File: src/rtl/lcdf_pkg.sv
package lcdf_pkg;
  localparam int BURST_LEN_W = 5;
  localparam int STS_W       = 10;
  localparam int PAL_IDX_W   = 8;
  localparam int STS_UNDERRUN = 5;
  localparam int STS_PAL_DONE = 6;
  localparam int STS_END0     = 8;
  localparam int STS_END1     = 9;
  localparam logic [1:0] MODE_PAL_FRAME = 2'd0;
  localparam logic [1:0] MODE_PAL_ONLY  = 2'd1;

  typedef enum logic [2:0] {
    SQ_IDLE, SQ_PREQ, SQ_PDAT, SQ_HOLD, SQ_FREQ, SQ_FDAT
  } seq_state_e;

  function automatic logic [BURST_LEN_W-1:0] burst_words(input logic [2:0] code);
    case (code)
      3'd0:    return 5'd1;
      3'd1:    return 5'd2;
      3'd2:    return 5'd4;
      3'd3:    return 5'd8;
      default: return 5'd16;
    endcase
  endfunction
endpackage

File: src/rtl/lcdf_fifo.sv
module lcdf_fifo #(
  parameter int DW    = 32,
  parameter int DEPTH = 32
) (
  input  logic                         clk,
  input  logic                         rst_n,
  input  logic                         push,
  input  logic [DW-1:0]                push_data,
  input  logic                         pop,
  output logic [DW-1:0]                head,
  output logic                         not_empty,
  output logic [$clog2(DEPTH+1)-1:0]   count,
  output logic                         underrun
);
  localparam int AW = $clog2(DEPTH);
  localparam int CW = $clog2(DEPTH+1);

  logic [DW-1:0] store [DEPTH];
  logic [AW-1:0] wr_q, wr_d, rd_q, rd_d;
  logic [CW-1:0] cnt_q, cnt_d;
  logic          pop_ok;

  assign pop_ok    = pop && (cnt_q != '0);
  assign underrun  = pop && (cnt_q == '0);
  assign head      = store[rd_q];
  assign not_empty = (cnt_q != '0);
  assign count     = cnt_q;

  always_comb begin
    wr_d  = wr_q;
    rd_d  = rd_q;
    cnt_d = cnt_q;
    if (push) wr_d = (wr_q == AW'(DEPTH-1)) ? '0 : wr_q + 1'b1;
    if (pop_ok) rd_d = (rd_q == AW'(DEPTH-1)) ? '0 : rd_q + 1'b1;
    case ({push, pop_ok})
      2'b10:   cnt_d = cnt_q + 1'b1;
      2'b01:   cnt_d = cnt_q - 1'b1;
      default: cnt_d = cnt_q;
    endcase
  end

  always_ff @(posedge clk or negedge rst_n) begin
    if (!rst_n) begin
      wr_q  <= '0;
      rd_q  <= '0;
      cnt_q <= '0;
    end else begin
      wr_q  <= wr_d;
      rd_q  <= rd_d;
      cnt_q <= cnt_d;
    end
  end

  always_ff @(posedge clk) begin
    if (push) store[wr_q] <= push_data;
  end


  queue_no_overflow_chk: assert property (@(posedge clk) disable iff (!rst_n)
    push |-> (cnt_q < CW'(DEPTH)));


  queue_underrun_hold_chk: assert property (@(posedge clk) disable iff (!rst_n)
    (underrun && !push) |=> (cnt_q == '0));
endmodule

File: src/rtl/lcdf_status.sv
module lcdf_status #(
  parameter int W = 10
) (
  input  logic         clk,
  input  logic         rst_n,
  input  logic [W-1:0] ev,
  input  logic         clr_we,
  input  logic [W-1:0] clr_mask,
  output logic [W-1:0] flags
);
  logic [W-1:0] flg_q, flg_d;

  for (genvar gi = 0; gi < W; gi++) begin : g_bit
    assign flg_d[gi] = ev[gi] | (flg_q[gi] & ~(clr_we & clr_mask[gi]));


    sts_set_by_event_chk: assert property (@(posedge clk) disable iff (!rst_n)
      $rose(flg_q[gi]) |-> $past(ev[gi]));
  end

  always_ff @(posedge clk or negedge rst_n) begin
    if (!rst_n) flg_q <= '0;
    else        flg_q <= flg_d;
  end

  assign flags = flg_q;
endmodule

File: src/rtl/lcdf_ctrl.sv
module lcdf_ctrl
  import lcdf_pkg::*;
#(
  parameter int ADDR_W = 32,
  parameter int WB     = 4,
  parameter int DEPTH  = 32
) (
  input  logic                          clk,
  input  logic                          rst_n,
  input  logic                          en,
  input  logic [1:0]                    load_mode,
  input  logic [2:0]                    burst_code,
  input  logic                          dual_buf,
  input  logic                          pal_large,
  input  logic [ADDR_W-1:0]             pal_base,
  input  logic [ADDR_W-1:0]             fb0_base,
  input  logic [ADDR_W-1:0]             fb0_ceil,
  input  logic [ADDR_W-1:0]             fb1_base,
  input  logic [ADDR_W-1:0]             fb1_ceil,
  input  logic [$clog2(DEPTH+1)-1:0]    fifo_count,
  output logic                          mem_req,
  output logic [ADDR_W-1:0]             mem_addr,
  output logic [BURST_LEN_W-1:0]        mem_len,
  input  logic                          mem_gnt,
  input  logic                          mem_rvalid,
  output logic                          fifo_push,
  output logic                          pal_wr,
  output logic [PAL_IDX_W-1:0]          pal_idx,
  output logic                          ev_pal,
  output logic                          ev_end0,
  output logic                          ev_end1
);
  localparam int SH     = $clog2(WB);
  localparam int CW     = $clog2(DEPTH+1);
  localparam int PALW_S = 32 / WB;
  localparam int PALW_L = 512 / WB;

  seq_state_e                 st_q, st_d;
  logic                       buf_q, buf_d;
  logic [ADDR_W-1:0]          addr_q, addr_d, lim_q, lim_d, rem_q, rem_d;
  logic [BURST_LEN_W-1:0]     beats_q, beats_d, bw, req_len;
  logic [PAL_IDX_W-1:0]       pidx_q, pidx_d;
  logic [CW-1:0]              free_words;
  logic                       space_ok, accept, load_pass, nbuf;
  logic [ADDR_W-1:0]          sel_base, sel_ceil, pal_n;

  assign bw         = burst_words(burst_code);
  assign req_len    = (rem_q < ADDR_W'(bw)) ? BURST_LEN_W'(rem_q) : bw;
  assign free_words = CW'(DEPTH) - fifo_count;
  assign space_ok   = (32'(free_words) >= 32'(req_len));
  assign mem_req    = en && ((st_q == SQ_PREQ) || ((st_q == SQ_FREQ) && space_ok));
  assign accept     = mem_req && mem_gnt;
  assign mem_addr   = addr_q;
  assign mem_len    = req_len;
  assign pal_idx    = pidx_q;
  assign pal_n      = pal_large ? ADDR_W'(PALW_L) : ADDR_W'(PALW_S);

  always_comb begin
    st_d      = st_q;
    buf_d     = buf_q;
    addr_d    = addr_q;
    lim_d     = lim_q;
    rem_d     = rem_q;
    beats_d   = beats_q;
    pidx_d    = pidx_q;
    load_pass = 1'b0;
    nbuf      = 1'b0;
    fifo_push = 1'b0;
    pal_wr    = 1'b0;
    ev_pal    = 1'b0;
    ev_end0   = 1'b0;
    ev_end1   = 1'b0;
    case (st_q)
      SQ_IDLE: begin
        if (en) begin
          if ((load_mode == MODE_PAL_FRAME) || (load_mode == MODE_PAL_ONLY)) begin
            st_d   = SQ_PREQ;
            addr_d = pal_base;
            rem_d  = pal_n;
            lim_d  = pal_base + (pal_n << SH) - 1'b1;
            pidx_d = '0;
          end else begin
            load_pass = 1'b1;
            st_d      = SQ_FREQ;
          end
        end
      end
      SQ_PREQ, SQ_FREQ: begin
        if (!en) begin
          st_d = SQ_IDLE;
        end else if (accept) begin
          addr_d  = addr_q + (ADDR_W'(req_len) << SH);
          rem_d   = rem_q - ADDR_W'(req_len);
          beats_d = req_len;
          st_d    = (st_q == SQ_PREQ) ? SQ_PDAT : SQ_FDAT;
        end
      end
      SQ_PDAT: begin
        if (mem_rvalid) begin
          pal_wr  = 1'b1;
          pidx_d  = pidx_q + 1'b1;
          beats_d = beats_q - 1'b1;
          if (beats_q == BURST_LEN_W'(1)) begin
            if (rem_q == '0) begin
              ev_pal = 1'b1;
              if (!en) begin
                st_d = SQ_IDLE;
              end else if (load_mode == MODE_PAL_ONLY) begin
                st_d = SQ_HOLD;
              end else begin
                load_pass = 1'b1;
                st_d      = SQ_FREQ;
              end
            end else begin
              st_d = en ? SQ_PREQ : SQ_IDLE;
            end
          end
        end
      end
      SQ_HOLD: begin
        if (!en) st_d = SQ_IDLE;
      end
      SQ_FDAT: begin
        if (mem_rvalid) begin
          fifo_push = 1'b1;
          beats_d   = beats_q - 1'b1;
          if (beats_q == BURST_LEN_W'(1)) begin
            if (rem_q == '0) begin
              ev_end0   = !buf_q;
              ev_end1   = buf_q;
              load_pass = 1'b1;
              nbuf      = dual_buf & ~buf_q;
            end
            st_d = en ? SQ_FREQ : SQ_IDLE;
          end
        end
      end
      default: st_d = SQ_IDLE;
    endcase
    sel_base = nbuf ? fb1_base : fb0_base;
    sel_ceil = nbuf ? fb1_ceil : fb0_ceil;
    if (load_pass) begin
      buf_d  = nbuf;
      addr_d = sel_base;
      lim_d  = sel_ceil;
      rem_d  = (sel_ceil - sel_base + 1'b1) >> SH;
    end
  end

  always_ff @(posedge clk or negedge rst_n) begin
    if (!rst_n) begin
      st_q    <= SQ_IDLE;
      buf_q   <= 1'b0;
      addr_q  <= '0;
      lim_q   <= '0;
      rem_q   <= '0;
      beats_q <= '0;
      pidx_q  <= '0;
    end else begin
      st_q    <= st_d;
      buf_q   <= buf_d;
      addr_q  <= addr_d;
      lim_q   <= lim_d;
      rem_q   <= rem_d;
      beats_q <= beats_d;
      pidx_q  <= pidx_d;
    end
  end


  burst_within_ceiling_chk: assert property (@(posedge clk) disable iff (!rst_n)
    mem_req |-> (({1'b0, addr_q} + ({1'b0, ADDR_W'(req_len)} << SH) - 1'b1) <= {1'b0, lim_q}));


  single_outstanding_chk: assert property (@(posedge clk) disable iff (!rst_n)
    accept |=> !mem_req);


  no_second_region_chk: assert property (@(posedge clk) disable iff (!rst_n)
    (!dual_buf && ev_end0) |=> !buf_q);
endmodule

File: src/rtl/lcd_fetch_seq.sv
module lcd_fetch_seq
  import lcdf_pkg::*;
#(
  parameter int ADDR_W     = 32,
  parameter int DATA_W     = 32,
  parameter int FIFO_DEPTH = 32
) (
  input  logic                     clk,
  input  logic                     rst_n,
  input  logic                     en,
  input  logic [1:0]               load_mode,
  input  logic [2:0]               burst_code,
  input  logic                     dual_buf,
  input  logic                     pal_large,
  input  logic [ADDR_W-1:0]        pal_base,
  input  logic [ADDR_W-1:0]        fb0_base,
  input  logic [ADDR_W-1:0]        fb0_ceil,
  input  logic [ADDR_W-1:0]        fb1_base,
  input  logic [ADDR_W-1:0]        fb1_ceil,
  output logic                     mem_req,
  output logic [ADDR_W-1:0]        mem_addr,
  output logic [BURST_LEN_W-1:0]   mem_len,
  input  logic                     mem_gnt,
  input  logic                     mem_rvalid,
  input  logic [DATA_W-1:0]        mem_rdata,
  output logic                     pal_we,
  output logic [PAL_IDX_W-1:0]     pal_waddr,
  output logic [DATA_W-1:0]        pal_wdata,
  input  logic                     pix_pop,
  output logic                     pix_valid,
  output logic [DATA_W-1:0]        pix_data,
  input  logic                     sts_clr_we,
  input  logic [STS_W-1:0]         sts_clr_mask,
  output logic [STS_W-1:0]         sts
);
  localparam int WB = DATA_W / 8;
  localparam int CW = $clog2(FIFO_DEPTH+1);

  logic [CW-1:0]        fcount;
  logic                 push, underrun, pal_wr, ev_pal, ev_end0, ev_end1;
  logic [PAL_IDX_W-1:0] pal_idx;
  logic [STS_W-1:0]     ev_vec;

  lcdf_ctrl #(.ADDR_W(ADDR_W), .WB(WB), .DEPTH(FIFO_DEPTH)) u_ctrl (
    .clk, .rst_n, .en, .load_mode, .burst_code, .dual_buf, .pal_large,
    .pal_base, .fb0_base, .fb0_ceil, .fb1_base, .fb1_ceil,
    .fifo_count(fcount), .mem_req, .mem_addr, .mem_len, .mem_gnt, .mem_rvalid,
    .fifo_push(push), .pal_wr, .pal_idx, .ev_pal, .ev_end0, .ev_end1
  );

  lcdf_fifo #(.DW(DATA_W), .DEPTH(FIFO_DEPTH)) u_fifo (
    .clk, .rst_n, .push, .push_data(mem_rdata), .pop(pix_pop),
    .head(pix_data), .not_empty(pix_valid), .count(fcount), .underrun
  );

  always_comb begin
    ev_vec               = '0;
    ev_vec[STS_UNDERRUN] = underrun;
    ev_vec[STS_PAL_DONE] = ev_pal;
    ev_vec[STS_END0]     = ev_end0;
    ev_vec[STS_END1]     = ev_end1;
  end

  lcdf_status #(.W(STS_W)) u_sts (
    .clk, .rst_n, .ev(ev_vec), .clr_we(sts_clr_we), .clr_mask(sts_clr_mask), .flags(sts)
  );

  always_ff @(posedge clk or negedge rst_n) begin
    if (!rst_n) begin
      pal_we    <= 1'b0;
      pal_waddr <= '0;
      pal_wdata <= '0;
    end else begin
      pal_we <= pal_wr;
      if (pal_wr) begin
        pal_waddr <= pal_idx;
        pal_wdata <= mem_rdata;
      end
    end
  end


  underrun_flag_chk: assert property (@(posedge clk) disable iff (!rst_n)
    (pix_pop && !pix_valid) |=> sts[STS_UNDERRUN]);
endmodule

File: config.mk
export PLATFORM = sky130hd
export DESIGN_NAME = lcd_fetch_seq
export DESIGN_NICKNAME = d
export VERILOG_FILES = /design/src/rtl/lcdf_pkg.sv /design/src/rtl/lcdf_fifo.sv /design/src/rtl/lcdf_status.sv /design/src/rtl/lcdf_ctrl.sv /design/src/rtl/lcd_fetch_seq.sv
export SDC_FILE = /design/constraint.sdc
export NUM_CORES = 2
export LEC_CHECK = 0
export BUFFER_PORTS_ARGS = -buffer_cell sky130_fd_sc_hd__buf_2
export CAP_MARGIN = 30
export CELL_PAD_IN_SITES_DETAIL_PLACEMENT = 1
export CELL_PAD_IN_SITES_GLOBAL_PLACEMENT = 2
export CORE_ASPECT_RATIO = 0.9
export CORE_MARGIN = 5
export CORE_UTILIZATION = 44
export DETAILED_ROUTE_END_ITERATION = 7
export MAX_ROUTING_LAYER = met4
export PLACE_DENSITY = 0.79
export SLEW_MARGIN = 5
export SYNTH_ARGS = -nofsm -noshare
export SYNTH_HDL_FRONTEND = slang
export SYNTH_SLANG_ARGS = --single-unit
File: constraint.sdc
create_clock -name clk -period 6.53 [get_ports clk]
set_input_delay 0.653 -clock clk [delete_from_list [all_inputs] [get_ports clk]]
set_output_delay 0.653 -clock clk [all_outputs]
set_load 0.01 [all_outputs]
==> flow_metrics.tcl <==
set metrics [dict create \
    status "completed" \
    synth.area.top_cells "edfxtp_1 (61%), mux4_2 (14%), dfrtp_1 (7.4%)" \
    postRouteAntennaNets 0 \
    yosysWarnings 0 \
    synth-edff-count 1024 \
    post-dp-hpwl_mm 89.60 \
    routed_wl_mm 146.0 \
    peakVddDrop_uv 237.5 \
    antenna_found_initial 13 \
    syn2layout_area_growth_pct 15.97 \
    synth_top_area_share 0.6144 \
    synth_top_area_cell "edfxtp_1" \
    relSlewSlack 0.3456 \
    design.core.area_sq_um 113000 \
    nets 3534 \
    p_seq_frac 0.398 \
    chipHeight_um 329.9 \
    syn_area_sq_um 50040 \
    tightest_slew_ns 0.9793 \
    synthCells 2837 \
    synthTopCellsByCount "edfxtp_1 (1024), mux4_2 (320), nand2_1 (219)" \
    port_buffers 337 \
    synthFlopType "edfxtp_1" \
    hold_viol 0 \
    routedWlPerCell_um 30.31 \
    cts_root_buf "clkbuf_16" \
    clk_pin_slew_ns 0.06 \
    avgSynthCellArea_sq_um 17.64 \
    p_comb_frac 0.298 \
    die-area_sq_um 120600 \
    dieWidth_um 365.5 \
    clock_sinks 1172 \
    required_ns 7.15 \
    async_reset_ff_frac 0.1263 \
    internal-power_mw 15.66 \
    hold_class "input pin to register" \
    dp_slack_ns 0.1773 \
    final_cell_area_sq_um 58040 \
    path_class "register to register" \
    clkPwrFrac 0.304 \
    tritoncts "done" \
    grt_max_degree 76 \
    drc 0 \
    row_count 117 \
    skew_ns 0.04109 \
    vias 29080 \
    cts_max_level 3 \
    grt_usage 0.2502 \
    syn_nets 3151 \
    grt_pass1_vias 31110 \
    crit_arrival_ns 6.74 \
    powerDensity_nw_per_um2 393.1 \
    cts_buffers 115 \
    leakagePower_nw 20.00 \
    cp_max_fo 11 \
    synth.most_common_cell "edfxtp_1" \
    rsz0062_at_grt "no" \
    endpoint_kind "register" \
    start_util 0.4428 \
    worstSetupStartpointType "register" \
    netSwitchingFraction 0.3137 \
    maxCapViolations 0 \
    grt_overflow 0 \
    setup-violations-final 0 \
    p_switching_mw 7.158 \
    drive_above_1_share 0.3153 \
    io_pins 338 \
    period_share 0.9373 \
    max_clock_freq_mhz 163.4 \
    ys_ff_latch 1172 \
    drv_slew 0 \
    gp_congestion 0.9010 \
    finish.utilization 0.5135 \
    dpl_cell_area_sq_um 53950 \
    period_needed_ns 6.120 \
    via_per_inst 6.038 \
    setup_slack_ns 0.4095 \
    synth.distinct_cells 77 \
    fillerInstances 10590 \
    first_iter_violations 2954 \
    setup-tns-final_ns 0 \
    cts.path.max_buffers 3 \
    dr.pass1.iters 5 \
    synth-seq-area-share 0.6885 \
    worstSkewPairLatency_ns 0.72 \
    grt_pass1_wl_mm 214.5 \
]
[critical path: stages, from the launching register on]
cell       delay [ns]
dfrtp_1          0.44
or4_4            0.59
nor4_2           0.36
nand4_1          0.38
or3_1            0.60
nand2_1          0.17
nand2_1          0.07
ha_1             0.30
o21bai_1         0.18
fa_1             0.42
nor2b_1          0.18
o2111ai_1        0.20
a311oi_1         0.54
o311ai_0         0.32
a31oi_1          0.31
o2bb2ai_1        0.17
o221ai_1         0.22
or4_1            0.52
nand3_1          0.09
[sequential cells by signal, indices dropped and copies added, names as in the netlist]
| name | cells |
|---|---|
| pal_we | 1 |
| pal_waddr | 8 |
| u_ctrl.pal_idx | 8 |
| u_ctrl.buf_q | 1 |
| u_fifo.rd_q | 5 |
| u_ctrl.beats_q | 5 |
| u_ctrl.rem_q | 32 |
| u_fifo.store | 1024 |
| u_sts.flags | 10 |
| u_ctrl.mem_addr | 32 |
| u_fifo.wr_q | 5 |
| u_fifo.count | 6 |
| pal_wdata | 32 |
| u_ctrl.st_q | 3 |
[cell usage in the layout (no fill, tap or decap), types with 17 or more instances in the layout]
cell type / n
edfxtp_1: 1024
buf_2: 336
mux4_2: 320
nand2_1: 219
dfrtp_1: 143
o21ai_0: 122
clkbuf_16: 116
a21oi_1: 98
ha_1: 94
nor2_1: 84
mux2_2: 76
buf_4: 65
inv_1: 43
mux2i_1: 34
nor2_4: 32
clkbuf_1: 32
nand3_1: 31
nor3_1: 31
xnor2_1: 31
xor2_1: 23
a21o_1: 23
a31oi_1: 18
nand4_1: 17
clkbuf_8: 17
[power groups by stage]
stage | Sequential, mW | Combinational (mW) | Clock (mW)
after floorplan | 9.04 | 4.47 | 0
after global placement | 9.29 | 6.47 | 0
after detailed placement | 9.33 | 6.67 | 0
after CTS | 9.18 | 6.74 | 7.06
after global routing | 9.13 | 7.33 | 7.44
final | 9.08 | 6.80 | 6.93
[through the flow]
stage,hold WS [ns],power [mW],cells
3_3_place_gp,0.4672,15.76,4586
6_report,0.1628,22.82,4816
2_1_floorplan,0.3574,13.51,2837
5_1_grt,0.1298,23.90,4815
3_5_place_dp,0.4645,16.00,4587
4_1_cts,0.1107,22.97,4806
[timing repair]
action | CTS | global route
resized for setup | 0 | 2
buffers inserted | 0 | 0
hold buffers | 1 | 0
setup endpoints to repair | 0 | 3
endpoints found under the hold margin | 16 | 0
[layer usage]
| layer | part of all wire | global-route usage |
|---|---|---|
| met2 | 0.50 | 0.4109 |
| met3 | 0.073 | 0.04234 |
| met5 | 0 | - |
| met4 | 0.022 | 0.05601 |
| met1 | 0.40 | 0.3323 |
[layout make-up]
class,instances,area [sq um],area share
timing repair buffer,412,2380,0.04101
inverter,43,161.4,0.002781
sequential,1172,34470,0.5939
tap,1487,1861,0.03206
multi-input combinational,1476,15160,0.2612
antenna,8,20.02,0.0003449
clock buffer,164,3243,0.05588
clock inverter,54,740.7,0.01276
[logic make-up after synthesis]
logic type,after synthesis,synth area share
and+or+nand+nor,512,0.04730
xor gates and xnor gates,54,0.009451
DFF,1172,0.6885
AOI/OAI and AO/OA,382,0.04708
adders and majority gates,98,0.02510
muxes,430,0.1679
buffers and inverters,189,0.01470
[worst paths after layout]
check / start / to / slack, ns / cells after the start
setup / recovery: u_ctrl.rem_q[21] / u_ctrl.rem_q[29] / 0.41 / 18
hold / removal: sts_clr_mask[2] / u_sts.flags[2] / 0.16 / 2
setup reg to reg: u_ctrl.rem_q[21] / u_ctrl.rem_q[29] / 0.41 / 18
hold reg to reg: u_ctrl.buf_q / u_sts.flags[8] / 0.48 / 1
max in group asynchronous: rst_n / u_fifo.rd_q[1] / 4.75 / 3
min in group asynchronous: rst_n / u_ctrl.mem_addr[8] / 0.55 / 2
No activity file was read; power rests on OpenSTA's default activity.
